### src/rtl/wdiv_pkg.sv
package wdiv_pkg;
   typedef enum logic [1:0] {
      ST_IDLE = 2'd0,
      ST_RUN  = 2'd1,
      ST_FIN  = 2'd2,
      ST_FLT  = 2'd3
   } wdiv_state_e;

   // Operand width for a width index; index k selects 8 << k bits.
   function automatic int lane_bits(input int idx);
      return 8 << idx;
   endfunction

   // Width index used for a selector code; codes past the last width map to it.
   function automatic int lane_clamp(input int code, input int num_widths);
      return (code >= num_widths) ? num_widths - 1 : code;
   endfunction
endpackage

### src/rtl/wdiv_prep.sv
module wdiv_prep
   import wdiv_pkg::*;
#(
   parameter int NUM_WIDTHS = 3,
   localparam int XLEN = 8 << (NUM_WIDTHS - 1),
   localparam int SW   = $clog2(NUM_WIDTHS),
   localparam int CW   = $clog2(XLEN + 1)
) (
   input  logic            is_signed,
   input  logic [SW-1:0]   lane,
   input  logic [XLEN-1:0] hi_in,
   input  logic [XLEN-1:0] lo_in,
   input  logic [XLEN-1:0] dsr_in,
   output logic [XLEN-1:0] hi_mag,
   output logic [XLEN-1:0] lo_aligned,
   output logic [XLEN-1:0] dsr_mag,
   output logic [CW-1:0]   n_bits,
   output logic            sgn_a,
   output logic            sgn_b,
   output logic            dsr_zero,
   output logic            early_ovf
);
   localparam int NSEL = 1 << SW;

   logic [XLEN-1:0] e_hi  [NSEL];
   logic [XLEN-1:0] e_lo  [NSEL];
   logic [XLEN-1:0] e_dsr [NSEL];
   logic [CW-1:0]   e_n   [NSEL];
   logic [NSEL-1:0] e_sa, e_sb, e_zero;

   for (genvar i = 0; i < NSEL; i++) begin : g_sel
      localparam int K = lane_clamp(i, NUM_WIDTHS);
      localparam int W = lane_bits(K);
      logic [2*W-1:0] num, nmag;
      logic [W-1:0]   dv, dmag;
      logic           na, nb;

      if (K == 0) begin : g_packed
         assign num = lo_in[2*W-1:0];
      end else begin : g_split
         assign num = {hi_in[W-1:0], lo_in[W-1:0]};
      end

      assign dv   = dsr_in[W-1:0];
      assign na   = is_signed & num[2*W-1];
      assign nb   = is_signed & dv[W-1];
      assign nmag = na ? (~num + 1'b1) : num;
      assign dmag = nb ? (~dv + 1'b1) : dv;

      assign e_hi[i]   = XLEN'(nmag[2*W-1:W]);
      assign e_lo[i]   = XLEN'(nmag[W-1:0]) << (XLEN - W);
      assign e_dsr[i]  = XLEN'(dmag);
      assign e_n[i]    = CW'(W);
      assign e_sa[i]   = na;
      assign e_sb[i]   = nb;
      assign e_zero[i] = (dv == '0);
   end

   assign hi_mag     = e_hi[lane];
   assign lo_aligned = e_lo[lane];
   assign dsr_mag    = e_dsr[lane];
   assign n_bits     = e_n[lane];
   assign sgn_a      = e_sa[lane];
   assign sgn_b      = e_sb[lane];
   assign dsr_zero   = e_zero[lane];
   assign early_ovf  = (hi_mag >= dsr_mag);
endmodule

### src/rtl/wdiv_core.sv
module wdiv_core
   import wdiv_pkg::*;
#(
   parameter int NUM_WIDTHS = 3,
   localparam int XLEN = 8 << (NUM_WIDTHS - 1),
   localparam int SW   = $clog2(NUM_WIDTHS),
   localparam int CW   = $clog2(XLEN + 1)
) (
   input  logic            clk,
   input  logic            rst_n,
   input  logic            start,
   input  logic            is_signed,
   input  logic [SW-1:0]   lane,
   input  logic [XLEN-1:0] hi_mag,
   input  logic [XLEN-1:0] lo_aligned,
   input  logic [XLEN-1:0] dsr_mag,
   input  logic [CW-1:0]   n_bits,
   input  logic            sgn_a,
   input  logic            sgn_b,
   input  logic            dsr_zero,
   input  logic            early_ovf,
   output logic            busy,
   output logic            fin,
   output logic            flt,
   output logic [XLEN-1:0] q_mag,
   output logic [XLEN-1:0] r_mag,
   output logic            sgn_l,
   output logic            sa_l,
   output logic            sb_l,
   output logic [SW-1:0]   lane_l
);
   wdiv_state_e     state;
   logic [XLEN-1:0] rem, dsr, lsh, quo;
   logic [CW-1:0]   cnt;
   logic [XLEN:0]   shifted, diff;
   logic            take;
   logic [XLEN-1:0] rem_nx;

   // Shift in the next dividend bit; subtract when the widened value reaches the divisor.
   always_comb begin
      shifted = {rem, lsh[XLEN-1]};
      diff    = shifted - {1'b0, dsr};
      take    = (shifted >= {1'b0, dsr});
      rem_nx  = take ? diff[XLEN-1:0] : shifted[XLEN-1:0];
   end

   always_ff @(posedge clk) begin
      if (!rst_n) begin
         state  <= ST_IDLE;
         rem    <= '0;
         dsr    <= '0;
         lsh    <= '0;
         quo    <= '0;
         cnt    <= '0;
         sgn_l  <= 1'b0;
         sa_l   <= 1'b0;
         sb_l   <= 1'b0;
         lane_l <= '0;
      end else begin
         unique case (state)
            ST_IDLE: begin
               if (start) begin
                  sgn_l  <= is_signed;
                  sa_l   <= sgn_a;
                  sb_l   <= sgn_b;
                  lane_l <= lane;
                  if (dsr_zero || early_ovf) begin
                     state <= ST_FLT;
                  end else begin
                     rem   <= hi_mag;
                     dsr   <= dsr_mag;
                     lsh   <= lo_aligned;
                     quo   <= '0;
                     cnt   <= n_bits;
                     state <= ST_RUN;
                  end
               end
            end
            ST_RUN: begin
               rem <= rem_nx;
               lsh <= lsh << 1;
               quo <= {quo[XLEN-2:0], take};
               cnt <= cnt - 1'b1;
               if (cnt == CW'(1)) state <= ST_FIN;
            end
            ST_FIN, ST_FLT: state <= ST_IDLE;
            default: state <= ST_IDLE;
         endcase
      end
   end

   assign busy  = (state != ST_IDLE);
   assign fin   = (state == ST_FIN);
   assign flt   = (state == ST_FLT);
   assign q_mag = quo;
   assign r_mag = rem;
endmodule

### src/rtl/wdiv_post.sv
module wdiv_post
   import wdiv_pkg::*;
#(
   parameter int NUM_WIDTHS = 3,
   localparam int XLEN = 8 << (NUM_WIDTHS - 1),
   localparam int SW   = $clog2(NUM_WIDTHS)
) (
   input  logic            sgn,
   input  logic            sa,
   input  logic            sb,
   input  logic [SW-1:0]   lane,
   input  logic [XLEN-1:0] q_mag,
   input  logic [XLEN-1:0] r_mag,
   output logic            range_ovf,
   output logic [XLEN-1:0] res_lo,
   output logic [XLEN-1:0] res_hi
);
   localparam int NSEL = 1 << SW;

   logic [XLEN-1:0] e_lo [NSEL];
   logic [XLEN-1:0] e_hi [NSEL];
   logic [NSEL-1:0] e_ovf;

   for (genvar i = 0; i < NSEL; i++) begin : g_sel
      localparam int K = lane_clamp(i, NUM_WIDTHS);
      localparam int W = lane_bits(K);
      logic [W-1:0] qm, rm, qs, rs, lim;
      logic         neg_q;

      assign qm    = q_mag[W-1:0];
      assign rm    = r_mag[W-1:0];
      assign lim   = {1'b1, {(W-1){1'b0}}};
      assign neg_q = sgn & (sa ^ sb);
      // Negative results may reach -2^(W-1); positive ones must stay below 2^(W-1).
      assign e_ovf[i] = sgn & (neg_q ? (qm > lim) : (qm >= lim));
      assign qs    = neg_q ? (~qm + 1'b1) : qm;
      assign rs    = (sgn & sa) ? (~rm + 1'b1) : rm;

      if (K == 0) begin : g_packed
         assign e_lo[i] = XLEN'({rs, qs});
         assign e_hi[i] = '0;
      end else begin : g_split
         assign e_lo[i] = XLEN'(qs);
         assign e_hi[i] = XLEN'(rs);
      end
   end

   assign range_ovf = e_ovf[lane];
   assign res_lo    = e_lo[lane];
   assign res_hi    = e_hi[lane];
endmodule

### src/rtl/wdiv_top.sv
module wdiv_top
   import wdiv_pkg::*;
#(
   parameter int NUM_WIDTHS = 3,
   localparam int XLEN = 8 << (NUM_WIDTHS - 1),
   localparam int SW   = $clog2(NUM_WIDTHS),
   localparam int CW   = $clog2(XLEN + 1)
) (
   input  logic            clk,
   input  logic            rst_n,
   input  logic            start,
   input  logic            is_signed,
   input  logic [SW-1:0]   width_sel,
   input  logic [XLEN-1:0] dvd_hi,
   input  logic [XLEN-1:0] dvd_lo,
   input  logic [XLEN-1:0] divisor,
   output logic            busy,
   output logic            done,
   output logic            div_fault,
   output logic [XLEN-1:0] new_lo,
   output logic [XLEN-1:0] new_hi
);
   if (NUM_WIDTHS < 2 || NUM_WIDTHS > 4) begin : g_bad_cfg
      $error("wdiv_top: NUM_WIDTHS must lie in 2..4");
   end

   logic [XLEN-1:0] hi_mag, lo_aligned, dsr_mag, q_mag, r_mag, p_lo, p_hi;
   logic [CW-1:0]   n_bits;
   logic            sgn_a, sgn_b, dsr_zero, early_ovf;
   logic            fin, flt, sgn_l, sa_l, sb_l, range_ovf;
   logic [SW-1:0]   lane_l;

   wdiv_prep #(.NUM_WIDTHS(NUM_WIDTHS)) u_prep (
      .is_signed (is_signed),
      .lane      (width_sel),
      .hi_in     (dvd_hi),
      .lo_in     (dvd_lo),
      .dsr_in    (divisor),
      .hi_mag    (hi_mag),
      .lo_aligned(lo_aligned),
      .dsr_mag   (dsr_mag),
      .n_bits    (n_bits),
      .sgn_a     (sgn_a),
      .sgn_b     (sgn_b),
      .dsr_zero  (dsr_zero),
      .early_ovf (early_ovf)
   );

   wdiv_core #(.NUM_WIDTHS(NUM_WIDTHS)) u_core (
      .clk       (clk),
      .rst_n     (rst_n),
      .start     (start),
      .is_signed (is_signed),
      .lane      (width_sel),
      .hi_mag    (hi_mag),
      .lo_aligned(lo_aligned),
      .dsr_mag   (dsr_mag),
      .n_bits    (n_bits),
      .sgn_a     (sgn_a),
      .sgn_b     (sgn_b),
      .dsr_zero  (dsr_zero),
      .early_ovf (early_ovf),
      .busy      (busy),
      .fin       (fin),
      .flt       (flt),
      .q_mag     (q_mag),
      .r_mag     (r_mag),
      .sgn_l     (sgn_l),
      .sa_l      (sa_l),
      .sb_l      (sb_l),
      .lane_l    (lane_l)
   );

   wdiv_post #(.NUM_WIDTHS(NUM_WIDTHS)) u_post (
      .sgn      (sgn_l),
      .sa       (sa_l),
      .sb       (sb_l),
      .lane     (lane_l),
      .q_mag    (q_mag),
      .r_mag    (r_mag),
      .range_ovf(range_ovf),
      .res_lo   (p_lo),
      .res_hi   (p_hi)
   );

   always_ff @(posedge clk) begin
      if (!rst_n) begin
         done      <= 1'b0;
         div_fault <= 1'b0;
         new_lo    <= '0;
         new_hi    <= '0;
      end else begin
         done      <= fin | flt;
         div_fault <= flt | (fin & range_ovf);
         if (fin && !range_ovf) begin
            new_lo <= p_lo;
            new_hi <= p_hi;
         end
      end
   end
endmodule

### config.mk
export PLATFORM = sky130hd
export DESIGN_NAME = wdiv_top
export DESIGN_NICKNAME = d
export VERILOG_FILES = /design/src/rtl/wdiv_pkg.sv /design/src/rtl/wdiv_prep.sv /design/src/rtl/wdiv_core.sv /design/src/rtl/wdiv_post.sv /design/src/rtl/wdiv_top.sv
export SDC_FILE = /design/constraint.sdc
export NUM_CORES = 1
export LEC_CHECK = 0
export BUFFER_PORTS_ARGS = -buffer_cell sky130_fd_sc_hd__buf_2
export CAP_MARGIN = 20
export CORE_AREA = 2 2 164 166
export CTS_BUF_LIST = sky130_fd_sc_hd__clkbuf_8
export DETAILED_ROUTE_END_ITERATION = 7
export DIE_AREA = 0 0 166 168
export PLACE_DENSITY = 0.92
export SLEW_MARGIN = 20
export SYNTH_ARGS = -nofsm -noshare
export SYNTH_HDL_FRONTEND = slang
export SYNTH_SLANG_ARGS = --single-unit
### constraint.sdc
create_clock -name clk -period 11.5 [get_ports clk]
set_clock_uncertainty 0.2 [all_clocks]
set_input_delay 2.3 -clock clk [delete_from_list [all_inputs] [get_ports clk]]
set_output_delay 2.3 -clock clk [all_outputs]
set_load 0.01 [all_outputs]
==> qor.yml, run 1 <==
status: "finished, final reports clean"
required_ns: 11.71
final.fill_count: 2189
end_kind: "flip-flop"
cts_tree: "built"
critPathSlowestCell: "nor4_1"
port_buffers: 168
synth.cell_area_um2: 16400
ctsResizeCount: 0
dpl.hpwl_mm: 38.8
hold_class: "flip-flop to flip-flop"
hold-worst-slack_ns: 0.246
clk_path_buf_depth: 3
clock_latency_ns: 0.58
synth_edf_count: 0
drc_errors: 0
rsz0062_at_grt: "no"
rrSetupSlack_ns: 7.10
wl_per_cell_um: 19.9
synth_nets: 2411
tightest_slew_ns: 1.08
cap_viol_max_count: 0
die_h_um: 168
ys_seq_area_share_pct: 25.2
numCtsBuffers: 30
routed_via_density: 6.69
ys_types: 85
track_usage_pct: 35.9
r2r-start: "u_core.r_mag[6]$_SDFFE_PN0P_"
worstHoldEndpoint: "new_hi[30]$_SDFFE_PN0P_"
ys_ff_latch: 207
nNetsFinal: 2453
reg2reg_depth: 10
hold_path.startpoint: "new_hi[30]$_SDFFE_PN0P_"
finalCritPeriodShare_pct: 72.5
setup_viol: 0
grt_pass1_vias: 15900
layout-drive-gt1-share_pct: 11.6
synth_top_area_cell: "dfxtp_1"
worstPathArrival_ns: 8.55
postRouteAntennaNets: 0
hold_violations: 0
holdBufCountCts: 0
hold_depth: 2
synthTopCellsByArea: "dfxtp_1 25%, xnor2_1 6.3%, nor2_1 5.8%"
syn_area_per_cell_um2: 7.35
io_pins: 169
min_period_ns: 8.34
drtPass1Iterations: 7
synthCells: 2237
worstPathCellList: "buf_2, nor4_1, nand3_1, nor3_1, nand2_1, o21ai_0, xor2_1, nor2_1, ha_1, and2_1, a221oi_1, o32a_1, and3_1, o211a_1, nand2_1, buf_4, a211oi_1, a311oi_1"
relSlewSlack_pct: 27.1
gp_congestion: 1.03
die_area_um2: 27900
grt_pass1_wl_mm: 83.7
n_antenna_cell: 0
fmax_ghz: 0.120
htree_levels: 1
syn_to_final_growth_pct: 7.83
finalPower_uw: 3280
finalSetupTns_ns: 0
worst_setup_path_start_kind: "input pin"
timing.rr.end: "u_core.r_mag[25]$_SDFFE_PN0P_"
critPathKind: "input pin to flip-flop"
final_max_slew_viol_count: 0
ir_drop_mv: 0.137
cp_num_buf_inv: 2
rows: 60
vias: 17700
cts_root_buf: "clkbuf_8"
totalWireLength_mm: 52.6
postCtsSetupBuffers: 0
max_stage_delay_ns: 0.93
clkTransAtPathRegs_ns: 0.07
antenna_found_initial: 0
cts.sinks: 207
total_leakage_power_uw: 0.00701
async_flop_share_pct: 0
path_max_fanout: 24
ys.flop_type: "dfxtp_1"
grt_max_degree: 96
drt_iter0_drc: 2366
crit_top_cell: "nand2_1"
synth_top_area_share_pct: 25.2
p_per_area_nw_per_um2: 185
die_w_um: 166
synth_warnings: 0
start_util_pct: 62.4
cp.depth: 18
crit_family: "simple AND/OR/NAND/NOR gates"
core_um2: 26400
overflow: 0
==> tightest hold or removal path: cells and delay by family (launching register included) <==
kind | cells | cell delay [ns]
AO/OA/AOI/OAI | 1 | 0.05
flip-flops | 1 | 0.30
AND/OR/NAND/NOR | 1 | 0.05
==> through the flow <==
step / cell area (um^2) / instances / utilization [%] / setup slack (ns)
after detailed placement: 17100 / 2588 / 65.0 / 2.91
after global placement: 17100 / 2588 / 65.0 / 3.14
after CTS: 17700 / 2639 / 67.3 / 3.52
final: 17700 / 2639 / 67.3 / 3.16
after floorplan: 16400 / 2237 / - / 4.31
after global routing: 17700 / 2639 / 67.3 / 2.92
==> sequential cells by signal (all words and copies together) (netlist names) <==
signal / cells
u_core.lane_l: 2
u_core.sgn_l: 1
u_core.sa_l: 1
u_core.q_mag: 32
new_hi: 32
u_core.sb_l: 1
u_core.cnt: 6
u_core.r_mag: 32
done: 1
u_core.state: 2
u_core.dsr: 32
new_lo: 32
u_core.lsh: 32
div_fault: 1
==> area by class of cell <==
class                      count  area (um^2)  area share, %
sequential                   207         4140           23.4
tap                          341          427           2.41
inverter                      63          239           1.35
timing repair buffer         189          998           5.63
clock buffer                  39          537           3.03
multi-input combinational   1788        11300           63.9
clock inverter                12         65.1          0.367
==> worst max path at each step <==
stage | from | slack (ns) | to
after detailed placement | dvd_lo[7] | 2.91 | u_core.r_mag[22]$_SDFFE_PN0P_
after floorplan | dvd_lo[7] | 4.31 | u_core.dsr[0]$_SDFFE_PN0P_
final | dvd_lo[7] | 3.16 | u_core.r_mag[22]$_SDFFE_PN0P_
after CTS | dvd_lo[7] | 3.52 | u_core.r_mag[22]$_SDFFE_PN0P_
after global placement | dvd_lo[7] | 3.14 | u_core.cnt[3]$_SDFFE_PN0P_
after global routing | dvd_lo[7] | 2.92 | u_core.r_mag[22]$_SDFFE_PN0P_
==> layout by cell type (no fill, tap or decap), types with 30 or more instances in the layout <==
| cell | netlist | routed |
|---|---|---|
| nand2_1 | 242 | 241 |
| nor2_1 | 254 | 252 |
| o21ai_0 | 82 | 81 |
| inv_1 | 60 | 65 |
| clkbuf_8 | 0 | 39 |
| nand2b_1 | 30 | 30 |
| a31oi_1 | 32 | 32 |
| ha_1 | 71 | 71 |
| nor3_1 | 55 | 54 |
| dfxtp_1 | 207 | 207 |
| a211oi_1 | 52 | 52 |
| xnor2_1 | 118 | 118 |
| a21oi_1 | 174 | 174 |
| buf_2 | 15 | 168 |
| o31ai_1 | 57 | 56 |
| mux2i_1 | 36 | 36 |
| xor2_1 | 81 | 81 |
| nor4_1 | 34 | 34 |
| a2bb2oi_1 | 30 | 30 |
| nand3_1 | 115 | 115 |
==> routing by layer <==
metal / vias to the layer above / GRT usage, % / part of all wire (%) / wire, um
li1: 8202 / - / - / -
met1: 8157 / 50.5 / 41 / 21600
met5: - / 0 / 0 / 0
met3: 158 / 5.27 / 12 / 6150
met2: 1135 / 56.9 / 44 / 23200
met4: 0 / 11.3 / 3.1 / 1630
==> power breakdown <==
| group | switching, uW | leakage, uW | internal [uW] | total, uW |
|---|---|---|---|---|
| Clock | 285 | 0.000337 | 303 | 588 |
| Sequential | 129 | 0.00168 | 792 | 920 |
| Combinational | 1120 | 0.00499 | 653 | 1780 |
| Total | 1540 | 0.00701 | 1750 | 3280 |
==> kinds of logic after synthesis <==
logic type	after synthesis	share of synthesized area, %
buffers and inverters	242	6.15
XOR/XNOR	199	10.6
AND/OR/NAND/NOR	852	24.3
multiplexers	38	2.33
AO/OA/AOI/OAI	627	25.9
adder cells (fa/ha/maj)	72	5.52
flip-flops	207	25.2
==> synthesized netlist by cell type, drive strengths merged, types with 53 or more instances <==
library cell and number:
o21ai 84, inv 62, xnor2 118, a211oi 53, nand3 117, nor3 55
xor2 81, clkbuf 138, a21oi 174, ha 71, dfxtp 207, nand2 242
nor2 254, o31ai 57
Note: power is estimated with default switching activity, not from simulation.
==> inputs of run 2 (changes only) <==
--- a/config.mk
+++ b/config.mk
@@ -7,11 +7,11 @@
 export LEC_CHECK = 0
 export BUFFER_PORTS_ARGS = -buffer_cell sky130_fd_sc_hd__buf_2
 export CAP_MARGIN = 20
-export CORE_AREA = 2 2 164 166
+export CORE_AREA = 2 2 175 177
 export CTS_BUF_LIST = sky130_fd_sc_hd__clkbuf_8
 export DETAILED_ROUTE_END_ITERATION = 7
-export DIE_AREA = 0 0 166 168
-export PLACE_DENSITY = 0.92
+export DIE_AREA = 0 0 177 179
+export PLACE_DENSITY = 0.85
 export SLEW_MARGIN = 20
 export SYNTH_ARGS = -nofsm -noshare
 export SYNTH_HDL_FRONTEND = slang
==> constraint.sdc (replaced) <==
create_clock -name clk -period 7.47 [get_ports clk]
set_clock_uncertainty 0.2 [all_clocks]
set_input_delay 1.494 -clock clk [delete_from_list [all_inputs] [get_ports clk]]
set_output_delay 1.494 -clock clk [all_outputs]
set_load 0.01 [all_outputs]
==> qor.yml, run 2 (synthesized netlist as in run 1, its figures left out) <==
numCtsBuffers: 31
rows: 64
multi_input_area_um2: 11300
p_per_area_nw_per_um2: 283
p_int_uw: 2710
wl_met2_mm: 23.9
clk_path_buf_depth: 3
drtPass1Iterations: 8
nNetsFinal: 2475
min_period_ns: 6.32
critPathSlowestCell: "nor4_1"
ctsResizeCount: 0
final_cell_mix: "252 x nor2_1, 241 x nand2_1, 207 x dfxtp_1"
met1_length_mm: 23.0
ir_drop_mv: 0.287
worstPathCellList: "buf_2, or4_1, or3_1, nor4_1, nand2_1, o21ai_0, xor2_1, nor2_1, ha_1, and2_1, a221oi_1, o32a_1, and3_1, o211ai_1, nor2_4, buf_4, mux2i_1, o32ai_1"
reg2reg_depth: 9
tightest_slew_ns: 1.02
relSlewSlack_pct: 32.2
wl_met3_mm: 5.26
ff_latch_area_um2: 4140
grt_max_degree: 96
place_area_um2: 17400
timing.rr.end: "u_core.r_mag[6]$_SDFFE_PN0P_"
die_w_um: 177
hold_violations: 0
port_buffers: 168
wl_per_cell_um: 19.9
io_pins: 169
overflow: 0
cap_viol_max_count: 0
p_comb_share_pct: 53.8
rsz0062_at_grt: "no"
finalSetupTns_ns: 0
p_switching_uw: 2380
final_max_slew_viol_count: 0
worstPathArrival_ns: 6.55
hold_path.startpoint: "new_hi[30]$_SDFFE_PN0P_"
routed.top_layer: "met4"
end_kind: "flip-flop"
gp_congestion: 1.00
drc_errors: 0
hold-worst-slack_ns: 0.250
cts.sinks: 207
dpl.hpwl_mm: 40.8
fmax_ghz: 0.158
htree_levels: 1
max_stage_delay_ns: 0.67
grt_pass1_wl_mm: 84.9
worstHoldEndpoint: "new_hi[30]$_SDFFE_PN0P_"
swShare_pct: 46.8
clock_latency_ns: 0.60
r2r-start: "u_core.r_mag[6]$_SDFFE_PN0P_"
status: "finished, final reports clean"
grt_pass1_vias: 16000
syn_to_final_growth_pct: 9.24
start_util_pct: 54.8
routed_via_density: 6.48
postRouteAntennaNets: 0
final.fill_count: 2792
required_ns: 7.69
path_max_fanout: 21
core_um2: 30000
worst_setup_path_start_kind: "input pin"
cts_root_buf: "clkbuf_8"
total_leakage_power_uw: 0.00714
vias: 17600
holdBufCountCts: 0
n_antenna_cell: 0
clkTransAtPathRegs_ns: 0.06
hold_class: "flip-flop to flip-flop"
clkPwrFrac_pct: 18.3
finalCritPeriodShare_pct: 84.7
setup_viol: 0
layout-drive-gt1-share_pct: 12.1
hold_depth: 2
postCtsSetupBuffers: 0
track_usage_pct: 33.0
die_area_um2: 31700
seqPwrFrac_pct: 27.9
rrSetupSlack_ns: 2.43
antenna_found_initial: 0
final_cell_area_um2: 18000
drt_iter0_drc: 2115
totalWireLength_mm: 54.1
cts_tree: "built"
critPathKind: "input pin to flip-flop"
layout_commonest_cell: "nor2_1"
die_h_um: 179
final_core_util_pct: 59.8
==> run 2: cell types whose count changed in the layout (fill, tap and decap cells not counted), sizes merged <==
| cell | delta |
|---|---|
| clkbuf | -2 |
| buf | +21 |
| bufinv | +1 |
| clkinv | -6 |
| inv | +10 |
==> run 2: how the worst max path moves through the flow <==
| stage | start | to | depth (start not counted) |
|---|---|---|---|
| finish | dvd_hi[3] | u_core.r_mag[9]$_SDFFE_PN0P_ | 18 |
| global route | dvd_lo[13] | u_core.r_mag[9]$_SDFFE_PN0P_ | 17 |
| CTS | dvd_hi[3] | u_core.r_mag[9]$_SDFFE_PN0P_ | 18 |
| detailed placement | dvd_hi[3] | u_core.r_mag[9]$_SDFFE_PN0P_ | 18 |
| global placement | dvd_hi[3] | u_core.r_mag[9]$_SDFFE_PN0P_ | 18 |
| floorplan | dvd_lo[7] | u_core.dsr[0]$_SDFFE_PN0P_ | 20 |
==> run 2: power groups by stage <==
stage	combinational (uW)	sequential, uW	clock, uW
after floorplan	2000	1330	0
after global placement	2590	1420	0
after detailed placement	2640	1420	0
after CTS	2650	1400	937
after global routing	2970	1420	987
final	2740	1420	930
==> run 2: per-layer routing <==
layer  up-vias  GRT usage, %
met5         -             0
met4         0          12.1
met3       152          4.58
met2      1006          52.2
met1      8209          45.6
li1       8235             -
==> run 2: metrics by stage <==
stage	setup slack, ns	std cells	power, uW
after floorplan	1.08	2237	3330
after global placement	0.721	2664	4010
after detailed placement	0.749	2664	4060
after CTS	1.33	2718	4990
after global routing	0.878	2718	5380
final	1.15	2718	5090
==> run 2: area by class of cell <==
type                            instances  area share [%]
Inverter                               63            1.33
Clock buffer                           37            2.83
Sequential cell                       207            23.1
Clock inverter                         17           0.550
Multi-Input combinational cell       1788            63.0
Tap cell                              396            2.76
Timing Repair Buffer                  210            6.43
==> run 2: critical path, delay by kind of cell <==
kind | cells | cell delay [ns]
AND/OR/NAND/NOR | 8 | 2.46
XOR/XNOR | 1 | 0.37
AO/OA/AOI/OAI | 5 | 1.02
multiplexers | 1 | 0.39
buffers and inverters | 2 | 0.49
adder cells (fa/ha/maj) | 1 | 0.31
